## src/rtl/pwm_timer_pkg.sv

```systemverilog
package pwm_timer_pkg;
  localparam int CNT_W = 16;

  localparam logic [7:0] OFS_INFO   = 8'h04;
  localparam logic [7:0] OFS_GLOBAL = 8'h08;
  localparam logic [7:0] OFS_CTL    = 8'h10;
  localparam logic [7:0] OFS_CNT    = 8'h14;
  localparam logic [7:0] OFS_MOD    = 8'h18;
  localparam logic [7:0] OFS_CHBASE = 8'h20;

  localparam logic [1:0] LVL_OFF  = 2'd0;
  localparam logic [1:0] LVL_INV  = 2'd1;
  localparam logic [1:0] LVL_NORM = 2'd2;
  localparam logic [1:0] CLKM_RUN = 2'd1;

  typedef enum logic [2:0] {
    WK_NONE,
    WK_CNT,
    WK_MOD,
    WK_CV,
    WK_CHCTL
  } wrKind_e;

  typedef struct packed {
    wrKind_e          kind;
    logic [7:0]       ch;
    logic [CNT_W-1:0] data;
  } wrStrobe_t;
endpackage

```

## src/rtl/pwm_timer_shadow.sv

```systemverilog
module pwm_timer_shadow #(
  parameter int W = 16,
  parameter logic [W-1:0] RST_VAL = '0
) (
  input  logic         clk,
  input  logic         rstN,
  input  logic         wr,
  input  logic [W-1:0] wrData,
  input  logic         loadOk,
  output logic [W-1:0] act
);
  logic [W-1:0] sh;
  logic         pend;
  logic         load;

  assign load = pend && loadOk;

  always_ff @(posedge clk or negedge rstN) begin
    if (!rstN) begin
      sh   <= RST_VAL;
      pend <= 1'b0;
      act  <= RST_VAL;
    end else begin
      if (wr) begin
        sh   <= wrData;
        pend <= 1'b1;
      end else if (load) begin
        pend <= 1'b0;
      end
      if (load) act <= sh;
    end
  end

  AST_HELD_UNTIL_WRAP: assert property (@(posedge clk) disable iff (!rstN)
    !loadOk |=> $stable(act));

  AST_PENDING_LOADS: assert property (@(posedge clk) disable iff (!rstN)
    (pend && loadOk) |=> (act == $past(sh)));
endmodule

```

## src/rtl/pwm_timer_dp.sv

```systemverilog
module pwm_timer_dp
  import pwm_timer_pkg::*;
#(
  parameter int NCH  = 4,
  parameter int PS_W = 3
) (
  input  logic             clk,
  input  logic             rstN,
  input  logic [PS_W-1:0]  ps,
  input  logic             running,
  input  wrStrobe_t        strobe,
  output logic [CNT_W-1:0] cnt,
  output logic [CNT_W-1:0] modAct,
  output logic [CNT_W-1:0] cvAct [NCH],
  output logic [1:0]       chLvl [NCH],
  output logic             chMsa [NCH],
  output logic             chMsb [NCH],
  output logic             chFlag [NCH],
  output logic [NCH-1:0]   pwmOut
);
  localparam int PRE_W = (1 << PS_W) - 1;

  logic [PRE_W-1:0] preCnt;
  logic [PRE_W-1:0] preMask;
  logic [PRE_W:0]   preOne;
  logic             tick;
  logic             wrapEv;
  logic             cntClr;
  logic             loadOk;

  assign preOne  = (PRE_W + 1)'(1) << ps;
  assign preMask = PRE_W'(preOne - 1'b1);
  assign tick    = running && ((preCnt & preMask) == preMask);
  assign wrapEv  = tick && (cnt >= modAct);
  assign cntClr  = (strobe.kind == WK_CNT);
  assign loadOk  = !running || wrapEv;

  always_ff @(posedge clk or negedge rstN) begin
    if (!rstN) begin
      preCnt <= '0;
      cnt    <= '0;
    end else begin
      if (!running || cntClr) preCnt <= '0;
      else                    preCnt <= preCnt + 1'b1;
      if (cntClr)      cnt <= '0;
      else if (wrapEv) cnt <= '0;
      else if (tick)   cnt <= cnt + 1'b1;
    end
  end

  pwm_timer_shadow #(.W(CNT_W), .RST_VAL({CNT_W{1'b1}})) u_modSh (
    .clk    (clk),
    .rstN   (rstN),
    .wr     (strobe.kind == WK_MOD),
    .wrData (strobe.data),
    .loadOk (loadOk),
    .act    (modAct)
  );

  for (genvar i = 0; i < NCH; i++) begin : g_ch
    logic chSel;
    logic below;
    logic flagSet;
    logic flagClr;

    assign chSel   = (strobe.ch == 8'(i));
    assign below   = (cnt < cvAct[i]);
    assign flagSet = tick && (cnt == cvAct[i]);
    assign flagClr = (strobe.kind == WK_CHCTL) && chSel && strobe.data[7];

    pwm_timer_shadow #(.W(CNT_W), .RST_VAL('0)) u_cvSh (
      .clk    (clk),
      .rstN   (rstN),
      .wr     ((strobe.kind == WK_CV) && chSel),
      .wrData (strobe.data),
      .loadOk (loadOk),
      .act    (cvAct[i])
    );

    always_ff @(posedge clk or negedge rstN) begin
      if (!rstN) begin
        chLvl[i]  <= LVL_OFF;
        chMsa[i]  <= 1'b0;
        chMsb[i]  <= 1'b0;
        chFlag[i] <= 1'b0;
      end else begin
        if ((strobe.kind == WK_CHCTL) && chSel) begin
          chLvl[i] <= strobe.data[3:2];
          chMsa[i] <= strobe.data[4];
          chMsb[i] <= strobe.data[5];
        end
        chFlag[i] <= flagSet || (chFlag[i] && !flagClr);
      end
    end

    always_comb begin
      pwmOut[i] = 1'b0;
      if (chMsb[i]) begin
        case (chLvl[i])
          LVL_NORM: pwmOut[i] = below;
          LVL_INV:  pwmOut[i] = !below;
          default:  pwmOut[i] = 1'b0;
        endcase
      end
    end

    AST_FLAG_ON_MATCH: assert property (@(posedge clk) disable iff (!rstN)
      flagSet |=> chFlag[i]);
  end

  AST_WRAP_TO_ZERO: assert property (@(posedge clk) disable iff (!rstN)
    wrapEv |=> (cnt == '0));

  AST_STOP_HOLDS: assert property (@(posedge clk) disable iff (!rstN)
    (!running && !cntClr) |=> $stable(cnt));

  AST_CLEAR_ZERO: assert property (@(posedge clk) disable iff (!rstN)
    cntClr |=> (cnt == '0));
endmodule

```

## src/rtl/pwm_timer_ctrl.sv

```systemverilog
module pwm_timer_ctrl
  import pwm_timer_pkg::*;
#(
  parameter int NCH    = 4,
  parameter int PS_W   = 3,
  parameter int ADDR_W = 8
) (
  input  logic              clk,
  input  logic              rstN,
  input  logic              wrEn,
  input  logic [ADDR_W-1:0] addr,
  input  logic [CNT_W-1:0]  wrData,
  output logic [CNT_W-1:0]  rdData,
  output logic [PS_W-1:0]   ps,
  output logic              running,
  output wrStrobe_t         strobe,
  input  logic [CNT_W-1:0]  cnt,
  input  logic [CNT_W-1:0]  modAct,
  input  logic [CNT_W-1:0]  cvAct [NCH],
  input  logic [1:0]        chLvl [NCH],
  input  logic              chMsa [NCH],
  input  logic              chMsb [NCH],
  input  logic              chFlag [NCH]
);
  localparam int IDX_W = (NCH > 1) ? $clog2(NCH) : 1;
  localparam int SLOT_W = ADDR_W - 3;
  localparam logic [SLOT_W-1:0] NCH_L = SLOT_W'(NCH);

  logic [1:0]        clkMode;
  logic              centerSel;
  logic [ADDR_W-1:0] chOfs;
  logic [SLOT_W-1:0] slot;
  logic [IDX_W-1:0]  idx;
  logic              isCh;
  logic              isCv;

  assign chOfs = addr - ADDR_W'(OFS_CHBASE);
  assign slot  = chOfs[ADDR_W-1:3];
  assign idx   = slot[IDX_W-1:0];
  assign isCv  = chOfs[2];
  assign isCh  = (addr >= ADDR_W'(OFS_CHBASE)) && (slot < NCH_L) && (chOfs[1:0] == 2'b00);
  assign running = (clkMode == CLKM_RUN);

  always_ff @(posedge clk or negedge rstN) begin
    if (!rstN) begin
      ps        <= '0;
      clkMode   <= '0;
      centerSel <= 1'b0;
    end else if (wrEn && (addr == ADDR_W'(OFS_CTL))) begin
      ps        <= wrData[PS_W-1:0];
      clkMode   <= wrData[PS_W+1:PS_W];
      centerSel <= wrData[PS_W+2];
    end
  end

  always_comb begin
    strobe.kind = WK_NONE;
    strobe.ch   = 8'(slot);
    strobe.data = wrData;
    if (wrEn) begin
      if (addr == ADDR_W'(OFS_CNT))      strobe.kind = WK_CNT;
      else if (addr == ADDR_W'(OFS_MOD)) strobe.kind = WK_MOD;
      else if (isCh)                     strobe.kind = isCv ? WK_CV : WK_CHCTL;
    end
  end

  always_comb begin
    rdData = '0;
    if (addr == ADDR_W'(OFS_INFO))        rdData = CNT_W'(NCH[7:0]);
    else if (addr == ADDR_W'(OFS_GLOBAL)) rdData = '0;
    else if (addr == ADDR_W'(OFS_CTL))    rdData = CNT_W'({centerSel, clkMode, ps});
    else if (addr == ADDR_W'(OFS_CNT))    rdData = cnt;
    else if (addr == ADDR_W'(OFS_MOD))    rdData = modAct;
    else if (isCh) begin
      if (isCv) rdData = cvAct[idx];
      else rdData = CNT_W'({chFlag[idx], 1'b0, chMsb[idx], chMsa[idx], chLvl[idx], 2'b00});
    end
  end

  AST_CH_IN_RANGE: assert property (@(posedge clk) disable iff (!rstN)
    ((strobe.kind == WK_CV) || (strobe.kind == WK_CHCTL)) |-> (strobe.ch < 8'(NCH)));
endmodule

```

## src/rtl/pwm_timer.sv

```systemverilog
module pwm_timer
  import pwm_timer_pkg::*;
#(
  parameter int NCH    = 4,
  parameter int PS_W   = 3,
  parameter int ADDR_W = 8
) (
  input  logic              clk,
  input  logic              rstN,
  input  logic              wrEn,
  input  logic [ADDR_W-1:0] addr,
  input  logic [CNT_W-1:0]  wrData,
  output logic [CNT_W-1:0]  rdData,
  output logic [NCH-1:0]    pwmOut
);
  logic [PS_W-1:0]  ps;
  logic             running;
  wrStrobe_t        strobe;
  logic [CNT_W-1:0] cnt;
  logic [CNT_W-1:0] modAct;
  logic [CNT_W-1:0] cvAct [NCH];
  logic [1:0]       chLvl [NCH];
  logic             chMsa [NCH];
  logic             chMsb [NCH];
  logic             chFlag [NCH];

  pwm_timer_ctrl #(.NCH(NCH), .PS_W(PS_W), .ADDR_W(ADDR_W)) u_ctrl (
    .clk     (clk),
    .rstN    (rstN),
    .wrEn    (wrEn),
    .addr    (addr),
    .wrData  (wrData),
    .rdData  (rdData),
    .ps      (ps),
    .running (running),
    .strobe  (strobe),
    .cnt     (cnt),
    .modAct  (modAct),
    .cvAct   (cvAct),
    .chLvl   (chLvl),
    .chMsa   (chMsa),
    .chMsb   (chMsb),
    .chFlag  (chFlag)
  );

  pwm_timer_dp #(.NCH(NCH), .PS_W(PS_W)) u_dp (
    .clk     (clk),
    .rstN    (rstN),
    .ps      (ps),
    .running (running),
    .strobe  (strobe),
    .cnt     (cnt),
    .modAct  (modAct),
    .cvAct   (cvAct),
    .chLvl   (chLvl),
    .chMsa   (chMsa),
    .chMsb   (chMsb),
    .chFlag  (chFlag),
    .pwmOut  (pwmOut)
  );
endmodule

```

## config.mk

```make
export PLATFORM = sky130hd
export DESIGN_NAME = pwm_timer
export DESIGN_NICKNAME = d
export VERILOG_FILES = /design/src/rtl/pwm_timer_pkg.sv /design/src/rtl/pwm_timer_shadow.sv /design/src/rtl/pwm_timer_dp.sv /design/src/rtl/pwm_timer_ctrl.sv /design/src/rtl/pwm_timer.sv
export SDC_FILE = /design/constraint.sdc
export NUM_CORES = 1
export LEC_CHECK = 0
export CELL_PAD_IN_SITES_DETAIL_PLACEMENT = 2
export CELL_PAD_IN_SITES_GLOBAL_PLACEMENT = 2
export CORE_ASPECT_RATIO = 0.75
export CORE_MARGIN = 3
export CORE_UTILIZATION = 30
export DETAILED_ROUTE_END_ITERATION = 6
export PLACE_DENSITY = 0.68
export SLEW_MARGIN = 10
export SYNTH_ARGS = -nofsm -noshare
export SYNTH_HDL_FRONTEND = slang
export SYNTH_SLANG_ARGS = --single-unit
```

## constraint.sdc

```tcl
create_clock -name clk -period 3.6 [get_ports clk]
set_input_delay 0.9 -clock clk [delete_from_list [all_inputs] [get_ports clk]]
set_output_delay 0.9 -clock clk [all_outputs]
set_load 0.01 [all_outputs]
```

==> metrics.csv, run 1 <==
stage,metric,value,unit
run_status,status,finished clean,
timing,period_needed,3.56,ns
detailed_routing,drtIter0Drc,403,
floorplanning,die_x,235,um
detailed_routing,wl_per_cell,24.7,um
clock_tree,clkTransAtPathRegs,0.06,ns
setup_path,cp_cell_sequence,buf_6 -> or4_4 -> buf_6 -> buf_6 -> nor4_2 -> buf_4 -> buf_6 -> buf_6 -> a22oi_1 -> nand2_1 -> buf_6,
clock_tree,cts.sinks,214,
detailed_routing,drt_wl_total,41.9,mm
timing,hold_viol,0,
timing,rsz0062_at_grt,true,
power,vdd_drop_max,0.000279,V
floorplanning,die_y,178,um
setup_path,cp_data_arrival_time,2.66,ns
finish,fin_nets,1281,
global_routing,grt_pass1_wl,63.5,mm
timing,max_freq,0.281,GHz
synthesis,synth-seq-cells,214,
setup_path,startpoint_type,input port,
synthesis,synth_ff_type,dfrtp_1,
finish,final_util,0.388,
synthesis,syn_avg_cell_area,11.8,um^2
synthesis,ys_seq_area_frac,0.457,
floorplanning,pin_count,47,
detailed_routing,firstDrtPassIters,7,
setup_path,path_delay_family,buffers and inverters,
global_routing,grt-ovfl-total,0,
finish,drive_above_1_share,0.433,
finish,synthToLayoutAreaGrowth,26.8,%
clock_tree,insertion_delay,0.53,ns
place,place_ws,-0.621,ns
clock_tree,cts.root.buffer_cell,clkbuf_16,
timing,period_share,0.988,
setup_path,crit_type,input port to primary output,
finish,diodes,0,
setup_path,r2r_cells,9,
synthesis,syn_inst,999,
setup_path,critPathLaunch,addr[1],
detailed_routing,vias,8884,
setup_path,r2r_start,u_dp.cnt[4],
setup_path,r2r_slack,0.47,ns
setup_path,cp.depth,11,
detailed_routing,drtAntennaViolNets,0,
setup_path,cp_common_cell,buf_6,
detailed_routing,vias_per_cell,5.23,
timing,worst_slew_pin_slew,0.658,ns
setup_path,critPathMaxStageDelay,0.54,ns
place,gp_routability_congestion,0.839,
place,numPortBuffers,46,
synthesis,synth-edff-count,0,
floorplanning,die_area,41800,um^2
global_routing,antenna_found_initial,0,
flow_run,cap_violations,0,
timing,skew,0.00852,ns
finish,fillers,3920,
synthesis,syn_area,11800,um^2
setup_path,crit_path_top_delay_cell,or4_4,
clock_tree,cts_max_level,1,
detailed_routing,drc_errors,0,
finish,final_cell_count_no_fill,1699,
setup_path,endpoint_kind,primary output,
power,p_per_area,426,nW/um^2
synthesis,synthArstFlopShare,1.00,
setup_path,path_buf_inv,7,
setup_path,path_max_fanout,5,
setup_path,required,2.70,ns
power,cellLeakagePower,6.91,nW
synthesis,yosysWarnings,0,
clock_tree,cts-hold-fix-buffers,0,
clock_tree,numCtsBuffers,24,
global_routing,grt_pass1_vias,9900,
timing,setup_tns,0,ns
place,dp.cells,1630,
timing,setup_viol,0,
floorplanning,core-area,38600,um^2
clock_tree,clk_path_buf_depth,3,
setup_path,r2r_end,u_dp.g_ch[1].u_cvSh.act[3],
setup_path,crit_end,rdData[11],
synthesis,syn-num-nets,1110,
clock_tree,cts_tree,done,
floorplanning,rows,62,
synthesis,yosysUniqueCellTypes,66,
global_routing,grt_usage,0.199,
global_routing,grt_start_max_net_pins,69,
timing,relSlewSlack,0.560,
floorplanning,start_util,0.306,
timing,timing.final.ws_setup,0.0441,ns
place,dp_hpwl,30.1,mm
hold_path,hold_path.class,input port to asynchronous set/reset pin,
timing,drv_slew,0,
[worst min-delay path by stage]
| stage | startpoint | slack (ns) | to |
|---|---|---|---|
| floorplan | u_dp.u_modSh.sh[7] | 0.46 | u_dp.u_modSh.sh[7] |
| global placement | u_dp.u_modSh.sh[7] | 0.47 | u_dp.u_modSh.sh[7] |
| detailed placement | u_dp.g_ch[1].u_cvSh.pend | 0.49 | u_dp.g_ch[1].u_cvSh.pend |
| CTS | rstN | 0.36 | u_dp.g_ch[2].u_cvSh.act[15] |
| global route | rstN | 0.37 | u_dp.g_ch[2].u_cvSh.sh[15] |
| finish | rstN | 0.36 | u_dp.cnt[10] |
[flip-flops by register name, summed over array words and instances, names as in the netlist]
name	count
u_ctrl.centerSel	1
u_ctrl.clkMode	2
u_ctrl.ps	3
u_dp.chFlag	4
u_dp.chLvl	8
u_dp.chMsa	4
u_dp.chMsb	4
u_dp.cnt	16
u_dp.g_ch.u_cvSh.act	64
u_dp.g_ch.u_cvSh.pend	4
u_dp.g_ch.u_cvSh.sh	64
u_dp.preCnt	7
u_dp.u_modSh.act	16
u_dp.u_modSh.pend	1
u_dp.u_modSh.sh	16
[metal layers]
| layer | wire, um | GRT usage | part of all wire |
|---|---|---|---|
| met5 | 0 | 0 | 0 |
| met2 | 19100 | 0.319 | 0.45 |
| met1 | 20800 | 0.287 | 0.50 |
| met4 | 694 | 0.0349 | 0.017 |
| met3 | 1430 | 0.0336 | 0.034 |
[cell families (layout without fill, tap and decap cells)]
group           after synthesis  count (layout)  synth area share
simple gates                227             227             0.104
buf+inv                     128             316            0.0458
flops                       214             214             0.457
xor+xnor                      6               6           0.00509
mux                         207             207             0.222
compound gates              133             133            0.0769
fa+ha+maj                    84              84            0.0890
[layout by cell type, fill, tap and decap left out, drive strengths merged, types with 5 or more instances in the layout]
cell	count
ha	84
a2111oi	7
o211ai	7
nor4	5
nand4	26
dfrtp	182
nand2	72
buf	163
nor3	14
nand3	46
inv	89
nor2	28
nand3b	7
a22oi	14
mux2	181
a21oi	33
mux2i	5
a21o	14
o21ai	23
a211oi	5
dfstp	32
clkdlybuf4s50	17
o21a	7
nand2b	7
mux4	21
clkbuf	38
[power breakdown]
part	total (mW)	internal (mW)	switching, mW	leakage (nW)
sequential	2.55	2.47	0.0836	2.82
clock	2.53	1.50	1.03	0.390
combinational	1.30	0.547	0.758	3.69
total	6.38	4.51	1.87	6.91
[worst register-to-register path, cell delays in order (launching register included)]
cell and delay, ns:
dfrtp_1 0.47, buf_4 0.22, ha_1 0.29, o21a_1 0.17
o211ai_1 0.39, a2111oi_4 0.18, a211o_1 0.46, nand3_2 0.13
buf_4 0.32, mux2_2 0.40
[cell usage after synthesis (14+ instances only)]
master,number,area (um^2)
a21o_1,14,105
a21oi_1,33,165
a22oi_1,14,105
clkbuf_1,15,56.3
dfrtp_1,182,4550
dfstp_2,32,841
ha_1,84,1050
inv_1,88,330
mux2_2,164,1850
mux2_4,17,255
mux4_2,21,473
nand2_1,71,267
nand3_1,41,205
nand4_1,26,163
nor2_1,26,97.6
o21ai_0,23,115
[what timing repair did]
item / in CTS / in global routing
setup endpoints to repair: 20 / 20
cloned: 1 / 0
pin swaps: 21 / 23
setup buffers: 17 / 11
gates resized for setup: 164 / 31
[per-stage QoR]
| step | power [mW] | instance area, um^2 | hold slack (ns) |
|---|---|---|---|
| final | 6.38 | 15000 | 0.358 |
| after global routing | 6.71 | 15000 | 0.374 |
| after CTS | 6.39 | 14800 | 0.357 |
| after detailed placement | 3.73 | 13600 | 0.489 |
| after global placement | 3.70 | 13600 | 0.468 |
| after floorplan | 3.17 | 11800 | 0.457 |
[area by class of cell]
type	count	area, um^2	area share
multi-input cells	657	6220	0.416
inverters	89	334	0.0223
clock inverters	6	83.8	0.00560
well taps	512	641	0.0428
repair buffers	184	1570	0.105
flip-flops and latches	214	5410	0.361
clock buffers	37	711	0.0475
Power figures use the tool's default switching activity.
==> run 2: changes to the inputs <==
- CORE_ASPECT_RATIO: 0.75 -> 0.5
- TNS_END_PERCENT: not set -> 100
==> metrics.csv, run 2 (synthesized netlist as in run 1, its figures left out) <==
stage,metric,value,unit,change
run_status,status,"finished, violations left",,
run_status,violations,negative setup slack,,
timing,hold_viol,0,,unchanged
finish,final_cell_count_no_fill,1717,,+1.1%
power,p_per_area,421,nW/um^2,-1.3%
finish,final_common_cell,dfrtp_1,,
power,p_total,6.44,mW,+0.91%
finish,drive_above_1_share,0.444,,+0.0114
detailed_routing,firstDrtPassIters,7,,unchanged
detailed_routing,drtAntennaViolNets,0,,unchanged
setup_path,critPathMaxStageDelay,0.44,ns,-0.10 ns
floorplanning,die_x,287,um,+22%
power,switching_share,0.300,,+0.00695
clock_tree,cts_max_level,1,,unchanged
power,power_frac_comb,0.223,,+0.019
setup_path,cp_data_arrival_time,2.86,ns,+0.20 ns
global_routing,grt-ovfl-total,0,,unchanged
place,post_dp_cell_area,13800,um^2,+1.4%
setup_path,crit_path_top_delay_cell,dfrtp_1,,
power,p_int,4.51,mW,about the same
clock_tree,cts_tree,done,,
global_routing,grt_start_max_net_pins,81,,+17%
floorplanning,rows,50,,-19%
global_routing,grt_pass1_vias,10400,,+5.1%
floorplanning,core-area,38100,um^2,-1.2%
floorplanning,pin_count,47,,unchanged
clock_tree,insertion_delay,0.53,ns,about the same
floorplanning,die_y,146,um,-18%
power,p_sw,1.93,mW,+3.3%
timing,worst_slew_pin_slew,0.839,ns,+0.181 ns
timing,period_needed,3.76,ns,+0.201 ns
timing,rsz0062_at_grt,true,,
power,p_seq_frac,0.395,,-0.005
finish,postLayoutCellArea,15300,um^2,+2.2%
clock_tree,clk_path_buf_depth,3,,unchanged
timing,whs,0.346,ns,-0.0124 ns
setup_path,r2r_slack,0.37,ns,-0.10 ns
hold_path,hold_path.class,input port to asynchronous set/reset pin,,
place,dp.cells,1644,,+0.86%
setup_path,crit_type,flip-flop to primary output,,
timing,max_freq,0.266,GHz,-5.4%
finish,final_cell_mix,"dfrtp_1 (178), mux2_2 (164), buf_4 (114), inv_1 (85), ha_1 (67)",,
timing,timing.final.ws_setup,-0.157,ns,-0.201 ns
power,vdd_drop_max,0.000300,V,+7.8%
timing,setup_viol,1,,+1
timing,period_share,1.04,,+0.0559
clock_tree,clkTransAtPathRegs,0.07,ns,about the same
setup_path,cp_cell_sequence,ha_4 -> nand4_1 -> nor3_4 -> buf_6 -> o211ai_1 -> o211ai_1 -> buf_4 -> mux2i_2 -> buf_2,,
global_routing,grt_usage,0.208,,+0.00951
timing,drv_slew,0,,unchanged
power,clock_power_share,0.382,,-0.014
setup_path,required,2.70,ns,about the same
power,cellLeakagePower,7.00,nW,+1.3%
detailed_routing,drtIter0Drc,459,,+14%
place,numPortBuffers,46,,unchanged
global_routing,antenna_found_initial,0,,unchanged
setup_path,cp_common_cell,o211ai_1,,
clock_tree,numCtsBuffers,23,,-4.2%
flow_run,cap_violations,0,,unchanged
detailed_routing,wl_per_cell,25.6,um,+3.5%
finish,fin_nets,1293,,+0.94%
floorplanning,start_util,0.310,,+0.00366
detailed_routing,drc_errors,0,,unchanged
place,gp_routability_congestion,0.864,,+3.0%
finish,final_util,0.401,,+0.0133
setup_path,endpoint_kind,primary output,,
detailed_routing,vias_per_cell,5.25,,+0.44%
clock_tree,cts.root.buffer_cell,clkbuf_16,,
detailed_routing,drt_wl_total,43.9,mm,+4.6%
finish,diodes,0,,unchanged
clock_tree,cts.sinks,214,,unchanged
global_routing,grt_pass1_wl,66.5,mm,+4.7%
setup_path,startpoint_type,flip-flop,,
setup_path,path_max_fanout,2,,-3
place,dp_hpwl,30.7,mm,+2.0%
finish,synthToLayoutAreaGrowth,29.6,%,
detailed_routing,vias,9018,,+1.5%
finish,reg_top3,"u_dp.g_ch.u_cvSh.act x64, u_dp.g_ch.u_cvSh.sh x64",,
floorplanning,die_area,41900,um^2,+0.29%
timing,relSlewSlack,0.441,,-0.119
timing,skew,0.0190,ns,+0.0105 ns
[run 2: changes by cell type in the layout (fill, tap and decap cells not counted), moves of 4 or more]
cell	previous run	this run
dfrtp_1	173	178
ha_4	11	15
nand2_2	13	5
buf_12	7	18
nand2_1	55	65
buf_2	15	21
clkbuf_1	8	3
ha_1	72	67
dfrtp_2	9	4
buf_4	119	114
[run 2: metal layers]
metal	wire length [um]	GRT usage	share of wire
met1	20200	0.282	0.46
met5	0	0	0
met3	1410	0.0303	0.032
met4	1640	0.0669	0.037
met2	20600	0.344	0.47
[run 2: worst max-delay path, delay by kind of cell, from the launching register on]
family	cells	cell delay [ns]
and+or+nand+nor	2	0.48
DFF	1	0.44
adders and majority gates	1	0.31
buffers and inverters	3	0.51
AOI/OAI and AO/OA	2	0.36
muxes	1	0.22
[run 2: power by group through the flow]
| stage | clock [mW] | sequential [mW] | combinational, mW |
|---|---|---|---|
| finish | 2.46 | 2.54 | 1.44 |
| global route | 2.63 | 2.55 | 1.56 |
| CTS | 2.53 | 2.54 | 1.35 |
| detailed placement | 0 | 2.57 | 1.18 |
| global placement | 0 | 2.57 | 1.13 |
| floorplan | 0 | 2.58 | 0.591 |
[run 2: final timing paths]
| check | startpoint | end | cells past startpoint |
|---|---|---|---|
| hold / removal | rstN | u_dp.g_ch[2].u_cvSh.sh[13] | 1 |
| setup / recovery | u_dp.cnt[15] | pwmOut[1] | 9 |
| hold reg to reg | u_dp.u_modSh.sh[7] | u_dp.u_modSh.sh[7] | 2 |
| setup reg to reg | u_dp.cnt[4] | u_dp.g_ch[3].u_cvSh.act[3] | 10 |
| min in group clk | u_dp.u_modSh.sh[7] | u_dp.u_modSh.sh[7] | 2 |
| max in group asynchronous | rstN | u_dp.u_modSh.sh[7] | 2 |
[run 2: area by class of cell]
class | count | area, um^2
sequential | 214 | 5400
clock inverter | 8 | 96.3
timing repair buffer | 197 | 1800
fill | 3870 | 22800
inverter | 89 | 334
tap | 520 | 651
multi-input combinational | 657 | 6350
clock buffer | 32 | 669
[run 2: timing repair]
item                       CTS  global route
hold buffers                 0             0
pin swaps                   38            30
setup endpoints to repair   20            20
buffers inserted            29            11
resized for setup          179            31
[run 2: metrics by stage]
step | setup slack (ns) | TNS, ns
after global placement | -0.788 | -31.81
after floorplan | 0.178 | 0
after global routing | -0.211 | -0.294
after detailed placement | -0.873 | -40.44
after CTS | -0.0588 | -0.0588
final | -0.157 | -0.157
